## src/rtl/diag_pkg.sv

```systemverilog
package diag_pkg;
  typedef enum logic [2:0] {
    PH_IDLE   = 3'd0,
    PH_REPLAY = 3'd1,
    PH_LOG    = 3'd2,
    PH_VOTE   = 3'd3,
    PH_DONE   = 3'd4
  } phase_e;

  typedef enum logic [1:0] {
    VD_NONE  = 2'd0,
    VD_CORE  = 2'd1,
    VD_SWBUG = 2'd2
  } verdict_e;
endpackage

```

## src/rtl/diag_group_sel.sv

```systemverilog
// Decodes the three-core group for a replay step. Full groups of three
// replay their own threads; leftover threads run on the leftover cores
// topped up with the lowest-numbered cores.
module diag_group_sel #(
  parameter int N_CORES = 4,
  parameter int CID_W   = 2
) (
  input  logic [CID_W-1:0]   step_i,
  output logic [N_CORES-1:0] mask_o
);
  localparam int GROUPS = N_CORES / 3;
  localparam int FULL   = 3 * GROUPS;
  localparam int LEFT   = N_CORES - FULL;
  localparam int FILL   = (LEFT == 0) ? 0 : 3 - LEFT;

  for (genvar j = 0; j < N_CORES; j++) begin : g_bit
    localparam int JG = j / 3;
    localparam bit J_IN_FULL = (j < FULL);
    localparam bit J_IN_LEFT = (j >= FULL) || (j < FILL);
    always_comb begin
      if (int'(step_i) < FULL)
        mask_o[j] = J_IN_FULL && (int'(step_i) / 3 == JG);
      else
        mask_o[j] = J_IN_LEFT;
    end
  end
endmodule

```

## src/rtl/diag_log_mon.sv

```systemverilog
// Decides when a logging pass ends and whether that end is terminal.
module diag_log_mon #(
  parameter int CNT_W = 32
) (
  input  logic             log_full_i,
  input  logic             symptom_i,
  input  logic [CNT_W-1:0] cnt_i,
  input  logic [CNT_W-1:0] thr_i,
  output logic             end_o,
  output logic             term_o
);
  logic thr_hit;
  assign thr_hit = (cnt_i >= thr_i);
  assign term_o  = symptom_i | thr_hit;
  assign end_o   = log_full_i | term_o;
endmodule

```

## src/rtl/diag_seq_top.sv

```systemverilog
module diag_seq_top
  import diag_pkg::*;
#(
  parameter int N_CORES = 4,
  parameter int CNT_W   = 32,
  parameter int ITER_W  = 8,
  localparam int CID_W  = $clog2(N_CORES)
) (
  input  logic               clk,
  input  logic               rst,
  input  logic               symptom_i,
  input  logic               log_full_i,
  input  logic               step_done_i,
  input  logic               diverge_i,
  input  logic [CID_W-1:0]   diverge_core_i,
  input  logic               xcall_i,
  input  logic [CNT_W-1:0]   insn_cnt_i,
  input  logic [CNT_W-1:0]   threshold_i,
  output logic               rollback_o,
  output logic               ckpt_o,
  output logic               log_clear_o,
  output logic               step_go_o,
  output logic [2:0]         phase_o,
  output logic [N_CORES-1:0] group_mask_o,
  output logic [CID_W-1:0]   thread_sel_o,
  output logic [ITER_W-1:0]  iter_o,
  output logic               done_o,
  output logic [1:0]         verdict_o,
  output logic [CID_W-1:0]   fault_core_o
);
  localparam logic [CID_W-1:0] LAST_STEP = CID_W'(N_CORES - 1);

  phase_e             state_q;
  verdict_e           verdict_q;
  logic [CID_W-1:0]   step_q, fcore_q;
  logic [ITER_W-1:0]  iter_q;
  logic               term_q, rollback_q, ckpt_q, clear_q, go_q, done_q;
  logic               log_end, log_term;
  logic [N_CORES-1:0] mask;

  diag_log_mon #(.CNT_W(CNT_W)) log_mon_i (
    .log_full_i (log_full_i),
    .symptom_i  (symptom_i),
    .cnt_i      (insn_cnt_i),
    .thr_i      (threshold_i),
    .end_o      (log_end),
    .term_o     (log_term)
  );

  diag_group_sel #(.N_CORES(N_CORES), .CID_W(CID_W)) group_sel_i (
    .step_i (step_q),
    .mask_o (mask)
  );

  always_ff @(posedge clk) begin
    if (rst) begin
      state_q    <= PH_IDLE;
      verdict_q  <= VD_NONE;
      step_q     <= '0;
      fcore_q    <= '0;
      iter_q     <= '0;
      term_q     <= 1'b0;
      rollback_q <= 1'b0;
      ckpt_q     <= 1'b0;
      clear_q    <= 1'b0;
      go_q       <= 1'b0;
      done_q     <= 1'b0;
    end else begin
      rollback_q <= 1'b0;
      ckpt_q     <= 1'b0;
      clear_q    <= 1'b0;
      go_q       <= 1'b0;
      case (state_q)
        PH_IDLE, PH_DONE: begin
          if (symptom_i) begin
            state_q    <= PH_REPLAY;
            rollback_q <= 1'b1;
            done_q     <= 1'b0;
            verdict_q  <= VD_NONE;
            fcore_q    <= '0;
            iter_q     <= '0;
            step_q     <= '0;
            term_q     <= 1'b0;
          end
        end
        PH_REPLAY: begin
          if (symptom_i) begin
            state_q    <= PH_LOG;
            rollback_q <= 1'b1;
            clear_q    <= 1'b1;
          end else if (step_done_i) begin
            state_q   <= PH_DONE;
            done_q    <= 1'b1;
            verdict_q <= VD_NONE;
          end
        end
        PH_LOG: begin
          if (log_end) begin
            state_q <= PH_VOTE;
            ckpt_q  <= 1'b1;
            go_q    <= 1'b1;
            step_q  <= '0;
            term_q  <= log_term;
          end
        end
        PH_VOTE: begin
          if (diverge_i) begin
            state_q   <= PH_DONE;
            done_q    <= 1'b1;
            verdict_q <= VD_CORE;
            fcore_q   <= diverge_core_i;
          end else if (xcall_i) begin
            go_q <= 1'b1;
          end else if (step_done_i) begin
            if (step_q == LAST_STEP) begin
              if (term_q) begin
                state_q   <= PH_DONE;
                done_q    <= 1'b1;
                verdict_q <= VD_SWBUG;
              end else begin
                state_q <= PH_LOG;
                clear_q <= 1'b1;
                step_q  <= '0;
                if (iter_q != '1) iter_q <= iter_q + 1'b1;
              end
            end else begin
              step_q <= step_q + 1'b1;
              go_q   <= 1'b1;
            end
          end
        end
        default: state_q <= PH_IDLE;
      endcase
    end
  end

  assign rollback_o   = rollback_q;
  assign ckpt_o       = ckpt_q;
  assign log_clear_o  = clear_q;
  assign step_go_o    = go_q;
  assign phase_o      = state_q;
  assign group_mask_o = mask;
  assign thread_sel_o = step_q;
  assign iter_o       = iter_q;
  assign done_o       = done_q;
  assign verdict_o    = verdict_q;
  assign fault_core_o = fcore_q;

  // a symptom in idle opens the replay phase with a rollback
  p_idle_symptom_r1: assert property (@(posedge clk) disable iff (rst)
    (state_q == PH_IDLE && symptom_i) |=> (rollback_q && state_q == PH_REPLAY));

  // a checkpoint always coincides with the first vote step
  p_ckpt_vote_r3: assert property (@(posedge clk) disable iff (rst)
    ckpt_q |-> (state_q == PH_VOTE && go_q && step_q == '0));

  // each vote step runs on exactly three cores
  p_three_cores_r4: assert property (@(posedge clk) disable iff (rst)
    (state_q == PH_VOTE) |-> ($countones(group_mask_o) == 3));

  // divergence reports the diverging core
  p_diverge_r6: assert property (@(posedge clk) disable iff (rst)
    (state_q == PH_VOTE && diverge_i) |=>
      (done_q && verdict_q == VD_CORE && fcore_q == $past(diverge_core_i)));

  // an interrupt restarts the same step
  p_xcall_restart_r7: assert property (@(posedge clk) disable iff (rst)
    (state_q == PH_VOTE && xcall_i && !diverge_i) |=>
      (go_q && step_q == $past(step_q) && state_q == PH_VOTE));

  // a new iteration increments the counter unless saturated
  p_iter_step_r8: assert property (@(posedge clk) disable iff (rst)
    (state_q == PH_LOG && $past(state_q) == PH_VOTE) |->
      (iter_q == $past(iter_q) + 1'b1 || $past(iter_q) == '1));
endmodule

```

## config.mk

```make
export PLATFORM = sky130hd
export DESIGN_NAME = diag_seq_top
export DESIGN_NICKNAME = d
export VERILOG_FILES = /design/src/rtl/diag_pkg.sv /design/src/rtl/diag_group_sel.sv /design/src/rtl/diag_log_mon.sv /design/src/rtl/diag_seq_top.sv
export SDC_FILE = /design/constraint.sdc
export NUM_CORES = 1
export LEC_CHECK = 0
export ABC_CLOCK_PERIOD_IN_PS = 2000
export BUFFER_PORTS_ARGS = -buffer_cell sky130_fd_sc_hd__buf_2
export CAP_MARGIN = 20
export CORE_MARGIN = 2
export CORE_UTILIZATION = 25
export CTS_BUF_LIST = sky130_fd_sc_hd__clkbuf_2 sky130_fd_sc_hd__clkbuf_4 sky130_fd_sc_hd__clkbuf_8
export DETAILED_ROUTE_END_ITERATION = 16
export SLEW_MARGIN = 10
export SYNTH_ARGS = -nofsm -noshare
export SYNTH_HDL_FRONTEND = slang
export SYNTH_SLANG_ARGS = --single-unit
```

## constraint.sdc

```tcl
create_clock -name clk -period 2 [get_ports clk]
set_input_delay 0.4 -clock clk [delete_from_list [all_inputs] [get_ports clk]]
set_output_delay 0.4 -clock clk [all_outputs]
set_load 0.05 [all_outputs]
```

==> results.toml, run 1 <==
[outcome]
status = "complete, no violations"

[synth]
postSynthCellCount = 253
synth_top_area_cell = "dfxtp_1"
synth_top_area_share = 0.230
synth_edf_count = 0
synth.area.top_cells = "dfxtp_1, ha_1, inv_1"
synth_seq_cells = 23
synth.avg_cell_area_um2 = 7.92
synth.cell_area_um2 = 2000
synth_cell_type_count = 54
yosys_warnings = 0
async_flop_share = 0
synth_ff_type = "dfxtp_1"
yosysSeqAreaShare = 0.230

[floorplan]
io_pins = 99
die_y_um = 93.5
design.core.area_um2 = 7770
dieArea_um2 = 8750
initial_core_util = 0.258
rows = 32
dieWidth_um = 93.5

[worst_setup_path]
cp_num_buf_inv = 2
cp_max_fo = 3
cpPeakStageDelay_ns = 0.49
end_kind = "flip-flop"
cp_top_family = "simple AND/OR/NAND/NOR gates"
crit_slowest_cell = "or4b_4"
cp.required_ns = 2.18
critPathLaunch = "threshold_i[9]"
criticalPathCategory = "in2reg"
cp_cell_sequence = "buf_8 -> inv_12 -> ha_4 -> nand2_4 -> nor4_4 -> or4b_4 -> a311o_1 -> a311oi_1"
critPathLaunchType = "primary input"
reg2reg_from = "thread_sel_o[0]"
worstPathArrival_ns = 2.17

[placed_design]
dp_hpwl_um = 4840
place_area_um2 = 2860
port_buffers = 96
finalWeightedCongestion = 0.862
dp.cells = 465

[clock_network]
clk_path_buf_depth = 2
cts_tree = "built"
hold_buffers = 0
clk_pin_slew_worst_paths_ns = 0.09
cts_buffers = 3
clock_sinks = 23
htree_levels = 1
insertion_delay_ns = 0.27
cts_root_buf = "clkbuf_8"

[final_layout]
area_growth_syn_to_layout_pct = 53.0
nets = 477
design_area_um2 = 3070
antenna_cells = 0
final_cell_count_no_fill = 471
final_layout_size_suffix_gt1_frac = 0.425

[global_route]
grt_use_total = 0.136
grt_pass1_wl_um = 9940
antenna_found_initial = 0
grt_max_degree = 16
grt_pass1_vias = 2213
grt-ovfl-total = 0

[routing]
drt_first_pass_iters = 6
wl_per_cell_um = 12.0
viasPerCell = 4.67
drc_errors = 0
routed-via-count = 2200
antenna_left = 0
wirelength_um = 5640
first_iter_violations = 72

[sta]
finalCritPeriodShare = 0.996
final.setup_skew_ns = 0.00190
setup_violations = 0
rsz0062_at_grt = "true"
hold_viol = 0
fmax_mhz = 502
max-slew-margin-rel = 0.626
min_period_ns = 1.99
whs_ns = 0.391
final-max-slew-violation-count = 0
worstMarginPinSlew_ns = 0.559

[power_and_ir_drop]
ir_drop_v = 0.000197
p_leak_nw = 1.49
power.density_nw_per_um2 = 404

[worst_hold_path]
hp-class = "in2reg"
min_from = "diverge_core_i[0]"

[job]
maxCapViolCount = 0
## power breakdown
group	switching (mW)	internal [mW]	total, mW	leakage [nW]
Sequential	0.0101	0.469	0.479	0.188
Clock	0.160	0.139	0.299	0.0255
Combinational	0.250	0.209	0.459	1.27
## worst register-to-register path, stage by stage (launching register included)
cell,delay [ns]
dfxtp_2,0.40
ha_4,0.20
nand3b_1,0.18
a2111oi_4,0.41
o21ai_2,0.12
or3_1,0.31
a21oi_1,0.14
## path summary, 6_finish.rpt
kind / to / slack, ns / depth (start not counted)
setup / recovery: term_q / 0.008 / 8
hold / removal: fault_core_o[0] / 0.39 / 3
setup reg to reg: iter_o[5] / 0.18 / 6
hold reg to reg: verdict_o[0] / 0.46 / 2
## stage by stage
step	utilization	TNS, ns	setup WS, ns	total power, mW
final	0.395	0	0.00784	1.24
after detailed placement	0.368	-2.01	-0.428	0.908
after CTS	0.390	-0.194	-0.129	1.23
after floorplan	-	-0.216	-0.0795	0.735
after global routing	0.395	-0.263	-0.0789	1.33
after global placement	0.368	-1.65	-0.322	0.899
## cell usage after synthesis (2+ instances only)
cell	n
a2111oi_0	2
a211oi_1	3
a21oi_1	24
a311oi_1	3
and3_1	3
and4_1	2
buf_4	2
clkbuf_1	2
dfxtp_1	23
ha_1	34
inv_1	35
nand2_1	17
nand2b_1	6
nand3_1	5
nand4_1	4
nor2_1	24
nor2b_1	3
nor3_1	5
nor3b_1	3
o2111ai_1	2
o211ai_1	2
o21a_1	4
o21ai_0	8
o21ai_1	2
or3_1	2
xor2_1	5
## logic make-up after synthesis
kind of cell             share of synthesized area
AO/OA/AOI/OAI                                0.219
XOR/XNOR                                    0.0262
AND/OR/NAND/NOR                              0.223
adder cells (fa/ha/maj)                      0.212
multiplexers                                0.0106
flip-flops                                   0.230
other                                      0.00187
buffers and inverters                       0.0768
## cell type report
| cell class | count | area, µm² |
|---|---|---|
| Sequential cell | 23 | 467 |
| Timing Repair Buffer | 115 | 683 |
| Tap cell | 102 | 128 |
| Clock buffer | 3 | 41.3 |
| Clock inverter | 1 | 5.00 |
| Multi-Input combinational cell | 192 | 1590 |
| Inverter | 35 | 156 |
| Fill cell | 811 | 4700 |
## registers in the layout, indices dropped and copies added (netlist names)
register      cells
iter_o            8
log_clear_o       1
ckpt_o            1
done_o            1
verdict_o         2
rollback_o        1
fault_core_o      2
phase_o           3
thread_sel_o      2
term_q            1
step_go_o         1
## layout by cell type, fill, tap and decap left out, drive strengths merged, types with 2 or more instances in the layout
| master | netlist | final |
|---|---|---|
| nand2 | 18 | 18 |
| o21a | 4 | 4 |
| xor2 | 5 | 5 |
| a311oi | 3 | 3 |
| conb | 1 | 2 |
| clkbuf | 2 | 3 |
| and3 | 3 | 3 |
| nor4 | 2 | 2 |
| nor2 | 24 | 24 |
| nand2b | 6 | 6 |
| nand3 | 5 | 5 |
| o211ai | 2 | 2 |
| dfxtp | 23 | 23 |
| ha | 34 | 34 |
| nor2b | 3 | 3 |
| or3 | 2 | 2 |
| nand4 | 4 | 4 |
| a21oi | 24 | 24 |
| inv | 35 | 35 |
| buf | 2 | 115 |
| o21ai | 10 | 10 |
| nor3 | 5 | 5 |
| o2111ai | 2 | 2 |
| a2111oi | 4 | 4 |
| and4 | 2 | 2 |
| nor3b | 3 | 3 |
| a211oi | 3 | 3 |
## timing repair
item	CTS	global route
endpoints found under the setup margin	5	7
resized for setup	19	9
pin swaps	9	9
buffers inserted	2	0
gates cloned	0	0
## routing by layer
metal / GRT usage / vias to the layer above / part of all wire
li1: - / 1138 / -
met1: 0.169 / 990 / 0.43
met2: 0.246 / 66 / 0.50
met3: 0.0242 / 6 / 0.059
met4: 0.0229 / 0 / 0.0094
met5: 0 / - / 0
Power figures use the tool's default switching activity.
==> inputs of run 2 (changes only) <==
--- a/config.mk
+++ b/config.mk
@@ -5,12 +5,13 @@
 export SDC_FILE = /design/constraint.sdc
 export NUM_CORES = 1
 export LEC_CHECK = 0
-export ABC_CLOCK_PERIOD_IN_PS = 2000
+export ABC_CLOCK_PERIOD_IN_PS = 2500
 export BUFFER_PORTS_ARGS = -buffer_cell sky130_fd_sc_hd__buf_2
 export CAP_MARGIN = 20
 export CORE_MARGIN = 2
 export CORE_UTILIZATION = 25
 export CTS_BUF_LIST = sky130_fd_sc_hd__clkbuf_2 sky130_fd_sc_hd__clkbuf_4 sky130_fd_sc_hd__clkbuf_8
+export CTS_CLUSTER_DIAMETER = 30
 export DETAILED_ROUTE_END_ITERATION = 16
 export SLEW_MARGIN = 10
 export SYNTH_ARGS = -nofsm -noshare
==> constraint.sdc (replaced) <==
create_clock -name clk -period 2.5 [get_ports clk]
set_input_delay 0.5 -clock clk [delete_from_list [all_inputs] [get_ports clk]]
set_output_delay 0.5 -clock clk [all_outputs]
set_load 0.05 [all_outputs]
==> run 2 against run 1 <==
Power down 27%; worst setup slack better by 0.29 ns; combinational power down 37%; cell count down 3.4%; final area down 13%; sequential power down 20%; utilization down 5.2 points; highest routed layer unchanged; clock power down 20%; critical path depth unchanged; count of clock-buffer cells in the layout unchanged.
==> results.toml, run 2 (synthesis results as in run 1) <==
[clock_network]
cts-resized-gates = 0
cts_setup_buffers = 0
htree_levels = 1
hold_buffers = 0
cts_buffers = 3
clk_pin_slew_worst_paths_ns = 0.09
cts_root_buf = "clkbuf_8"
insertion_delay_ns = 0.27
clk_path_buf_depth = 2
clock_sinks = 23
cts_tree = "built"

[global_route]
grtUsageMet1 = 0.148
grt-ovfl-total = 0
grt_pass1_wl_um = 8650
grt_pass1_vias = 1985
globalRouteMet2Util = 0.215
top_usage_layer = "met2"
grt_max_degree = 16
antenna_found_initial = 0
grt_util_met3 = 0.0193
grt_use_total = 0.119

[routing]
routed-via-count = 2126
first_iter_violations = 61
drt_first_pass_iters = 4
antenna_left = 0
wl_per_cell_um = 11.5
wirelength_um = 5230
drc_errors = 0
viasPerCell = 4.67

[sta]
hold_viol = 0
setup_violations = 0
final-max-slew-violation-count = 0
min_period_ns = 2.20
finalCritPeriodShare = 0.882
whs_ns = 0.468
fmax_mhz = 454
rsz0062_at_grt = "false"
final.setup_skew_ns = 0.00660
max-slew-margin-rel = 0.594
tns_ns = 0
worstMarginPinSlew_ns = 0.606
post-route-worst-setup-slack_ns = 0.295

[power_and_ir_drop]
power.density_nw_per_um2 = 341
ir_drop_v = 0.000181
p_leak_nw = 1.35

[worst_setup_path]
end_kind = "flip-flop"
cp_cell_sequence = "buf_2 -> inv_1 -> ha_1 -> nand2_2 -> nor4_2 -> or4b_1 -> a311o_1 -> a311oi_1"
reg2reg_from = "thread_sel_o[0]"
r2r_cells = 6
r2r_setup_slack_ns = 0.44
crit_slowest_cell = "or4b_1"
r2r_end = "iter_o[5]"
cp_top_family = "simple AND/OR/NAND/NOR gates"
cp_num_buf_inv = 2
cp.required_ns = 2.69
worstPathArrival_ns = 2.39
cp.depth = 8
criticalPathCategory = "in2reg"
cpPeakStageDelay_ns = 0.50
cp_max_fo = 3
critPathLaunchType = "primary input"

[worst_hold_path]
hp-class = "reg2reg"
hold_end = "verdict_o[0]"
min_from = "verdict_o[0]"
hold-path-cell-count = 2

[final_layout]
design_area_um2 = 2670
final_layout_size_suffix_gt1_frac = 0.317
antenna_cells = 0
final_common_cell = "buf_2"
area_growth_syn_to_layout_pct = 33.0
post-route-util = 0.343
final_cell_mix = "buf_2, inv_1, ha_1, a21oi_1, nor2_1"
largest_register_ffs = 8
nets = 461

[placed_design]
dp_hpwl_um = 4480
finalWeightedCongestion = 0.789
port_buffers = 96
place_ws_ns = -0.0000222
place_area_um2 = 2620

[floorplan]
dieArea_um2 = 8750
rows = 32
dieWidth_um = 93.5
design.core.area_um2 = 7770
io_pins = 99
die_y_um = 93.5
initial_core_util = 0.258

[job]
maxCapViolCount = 0

[outcome]
status = "complete, no violations"
[run 2: tightest hold or removal path: cells and delay by family (launching register included)]
family | cells | cell delay [ns]
flip-flops | 1 | 0.32
AO/OA/AOI/OAI | 1 | 0.05
AND/OR/NAND/NOR | 1 | 0.05
[run 2: how the worst max path moves through the flow]
stage,to,start
2_1_floorplan,iter_o[5],thread_sel_o[0]
3_3_place_gp,phase_o[0],threshold_i[15]
3_5_place_dp,term_q,threshold_i[15]
4_1_cts,phase_o[0],threshold_i[15]
5_1_grt,phase_o[0],threshold_i[15]
6_report,term_q,threshold_i[15]
[run 2: final cells by class]
cell class	count	area [µm²]
Sequential cell	23	460
Fill cell	873	5100
Clock buffer	3	41.3
Tap cell	102	128
Multi-Input combinational cell	192	1400
Clock inverter	1	5.00
Timing Repair Buffer	99	503
Inverter	35	131
[run 2: through the flow]
stage / total power [mW] / instances
3_5_place_dp: 0.682 / 451
2_1_floorplan: 0.571 / 254
4_1_cts: 0.921 / 455
5_1_grt: 0.971 / 455
6_report: 0.909 / 455
3_3_place_gp: 0.676 / 451
[run 2: where the power goes]
| part | leakage, nW | total [mW] | switching [mW] | internal [mW] |
|---|---|---|---|---|
| Sequential | 0.186 | 0.382 | 0.00706 | 0.375 |
| Clock | 0.0255 | 0.239 | 0.127 | 0.111 |
| Combinational | 1.14 | 0.289 | 0.169 | 0.120 |
[run 2: per-layer routing]
metal / share of wire / up-vias
li1: - / 1107
met1: 0.45 / 956
met2: 0.47 / 61
met3: 0.071 / 2
met4: 0.0054 / 0
met5: 0 / -
==> inputs of run 3 (changes only) <==
--- a/config.mk
+++ b/config.mk
@@ -13,6 +13,7 @@
 export CTS_BUF_LIST = sky130_fd_sc_hd__clkbuf_2 sky130_fd_sc_hd__clkbuf_4 sky130_fd_sc_hd__clkbuf_8
 export CTS_CLUSTER_DIAMETER = 30
 export DETAILED_ROUTE_END_ITERATION = 16
+export PLACE_DENSITY_LB_ADDON = 0.2
 export SLEW_MARGIN = 10
 export SYNTH_ARGS = -nofsm -noshare
 export SYNTH_HDL_FRONTEND = slang
==> run 3 against run 2 <==
Non-clock buffer count stayed put; worst setup slack hardly changed; critical path type unchanged; highest routed layer unchanged; die area stayed put.
==> results.toml, run 3 (synthesis results as in run 1) <==
[outcome]
status = "complete, no violations"

[floorplan]
io_pins = 99
rows = 32
die_y_um = 93.5
dieWidth_um = 93.5
design.core.area_um2 = 7770
initial_core_util = 0.258
dieArea_um2 = 8750

[sta]
tns_ns = 0
post-route-worst-setup-slack_ns = 0.296
hold_viol = 0
worstMarginPinSlew_ns = 0.678
setup_violations = 0
fmax_mhz = 454
finalCritPeriodShare = 0.882
final.setup_skew_ns = 0.00259
final-max-slew-violation-count = 0
max-slew-margin-rel = 0.537
min_period_ns = 2.20
rsz0062_at_grt = "false"

[global_route]
grt-ovfl-total = 0
grt_pass1_wl_um = 9000
grt_max_degree = 16
grt_pass1_vias = 1993
grt_use_total = 0.125
antenna_found_initial = 0

[clock_network]
cts_root_buf = "clkbuf_8"
insertion_delay_ns = 0.26
clock_sinks = 23
cts_buffers = 3
cts_tree = "built"
cts-resized-gates = 0
htree_levels = 1
clk_path_buf_depth = 2
clk_pin_slew_worst_paths_ns = 0.08
cts_setup_buffers = 0
hold_buffers = 0

[final_layout]
final_common_cell = "buf_2"
final_cell_mix = "buf_2, inv_1, ha_1, a21oi_1, nor2_1"
area_growth_syn_to_layout_pct = 33.1
final_layout_size_suffix_gt1_frac = 0.317
nets = 461
final_cell_count_no_fill = 455
antenna_cells = 0
largest_register_ffs = 8

[routing]
viasPerCell = 4.60
routed-via-count = 2094
first_iter_violations = 89
drt_first_pass_iters = 4
drc_errors = 0
antenna_left = 0
wirelength_um = 5370
wl_per_cell_um = 11.8

[worst_setup_path]
crit_slowest_cell = "or4b_1"
cp_top_family = "simple AND/OR/NAND/NOR gates"
worstPathArrival_ns = 2.34
criticalPathCategory = "in2reg"
cp_cell_sequence = "buf_2 -> inv_1 -> ha_1 -> nand2_2 -> nor4_2 -> or4b_1 -> a311oi_1 -> o31ai_1"
cp.required_ns = 2.64
cpPeakStageDelay_ns = 0.49
cp_max_fo = 3
r2r_setup_slack_ns = 0.41
critPathLaunchType = "primary input"
cp_num_buf_inv = 2
end_kind = "flip-flop"

[power_and_ir_drop]
p_leak_nw = 1.35
ir_drop_v = 0.000128
power.density_nw_per_um2 = 344

[placed_design]
dp.cells = 451
dp_hpwl_um = 4550
finalWeightedCongestion = 0.792
place_ws_ns = 0.0184
port_buffers = 96

[worst_hold_path]
hp-class = "reg2reg"

[job]
maxCapViolCount = 0
[run 3: area by class of cell]
cell class	instances	area, µm²
repair buffers	99	503
flip-flops and latches	23	460
inverters	35	131
clock buffers	4	48.8
fillers	842	5100
well taps	102	128
multi-input cells	192	1400
[run 3: tightest hold or removal path, cell delays in order, from the launching register on]
cell     delay, ns
dfxtp_1       0.32
nand2_1       0.05
a21oi_1       0.05
[run 3: where the power goes]
group	total, mW	switching [mW]	internal (mW)
clock network	0.243	0.119	0.124
registers	0.382	0.00691	0.375
logic	0.292	0.170	0.122
[run 3: stage by stage]
| stage | hold WS [ns] | power [mW] | util | area (µm²) |
|---|---|---|---|---|
| floorplan | 0.558 | 0.571 | - | 2010 |
| global placement | 0.457 | 0.683 | 0.337 | 2620 |
| detailed placement | 0.461 | 0.685 | 0.337 | 2620 |
| CTS | 0.475 | 0.933 | 0.343 | 2670 |
| global route | 0.494 | 0.988 | 0.343 | 2670 |
| finish | 0.469 | 0.917 | 0.343 | 2670 |
[run 3: worst paths after layout]
check | from | end | cells past startpoint
worst max-delay path | threshold_i[15] | thread_sel_o[0] | 8
worst min-delay path | verdict_o[0] | verdict_o[0] | 2
worst max register to register | thread_sel_o[0] | iter_o[5] | 6
worst min register to register | verdict_o[0] | verdict_o[0] | 2
[run 3: routing by layer]
| metal | part of all wire | GRT usage | vias to the layer above | routed length (µm) |
|---|---|---|---|---|
| li1 | - | - | 1107 | - |
| met1 | 0.48 | 0.164 | 930 | 2550 |
| met2 | 0.46 | 0.213 | 55 | 2470 |
| met3 | 0.061 | 0.0250 | 2 | 330 |
| met4 | 0.0041 | 0.0217 | 0 | 22 |
| met5 | 0 | 0 | - | 0 |
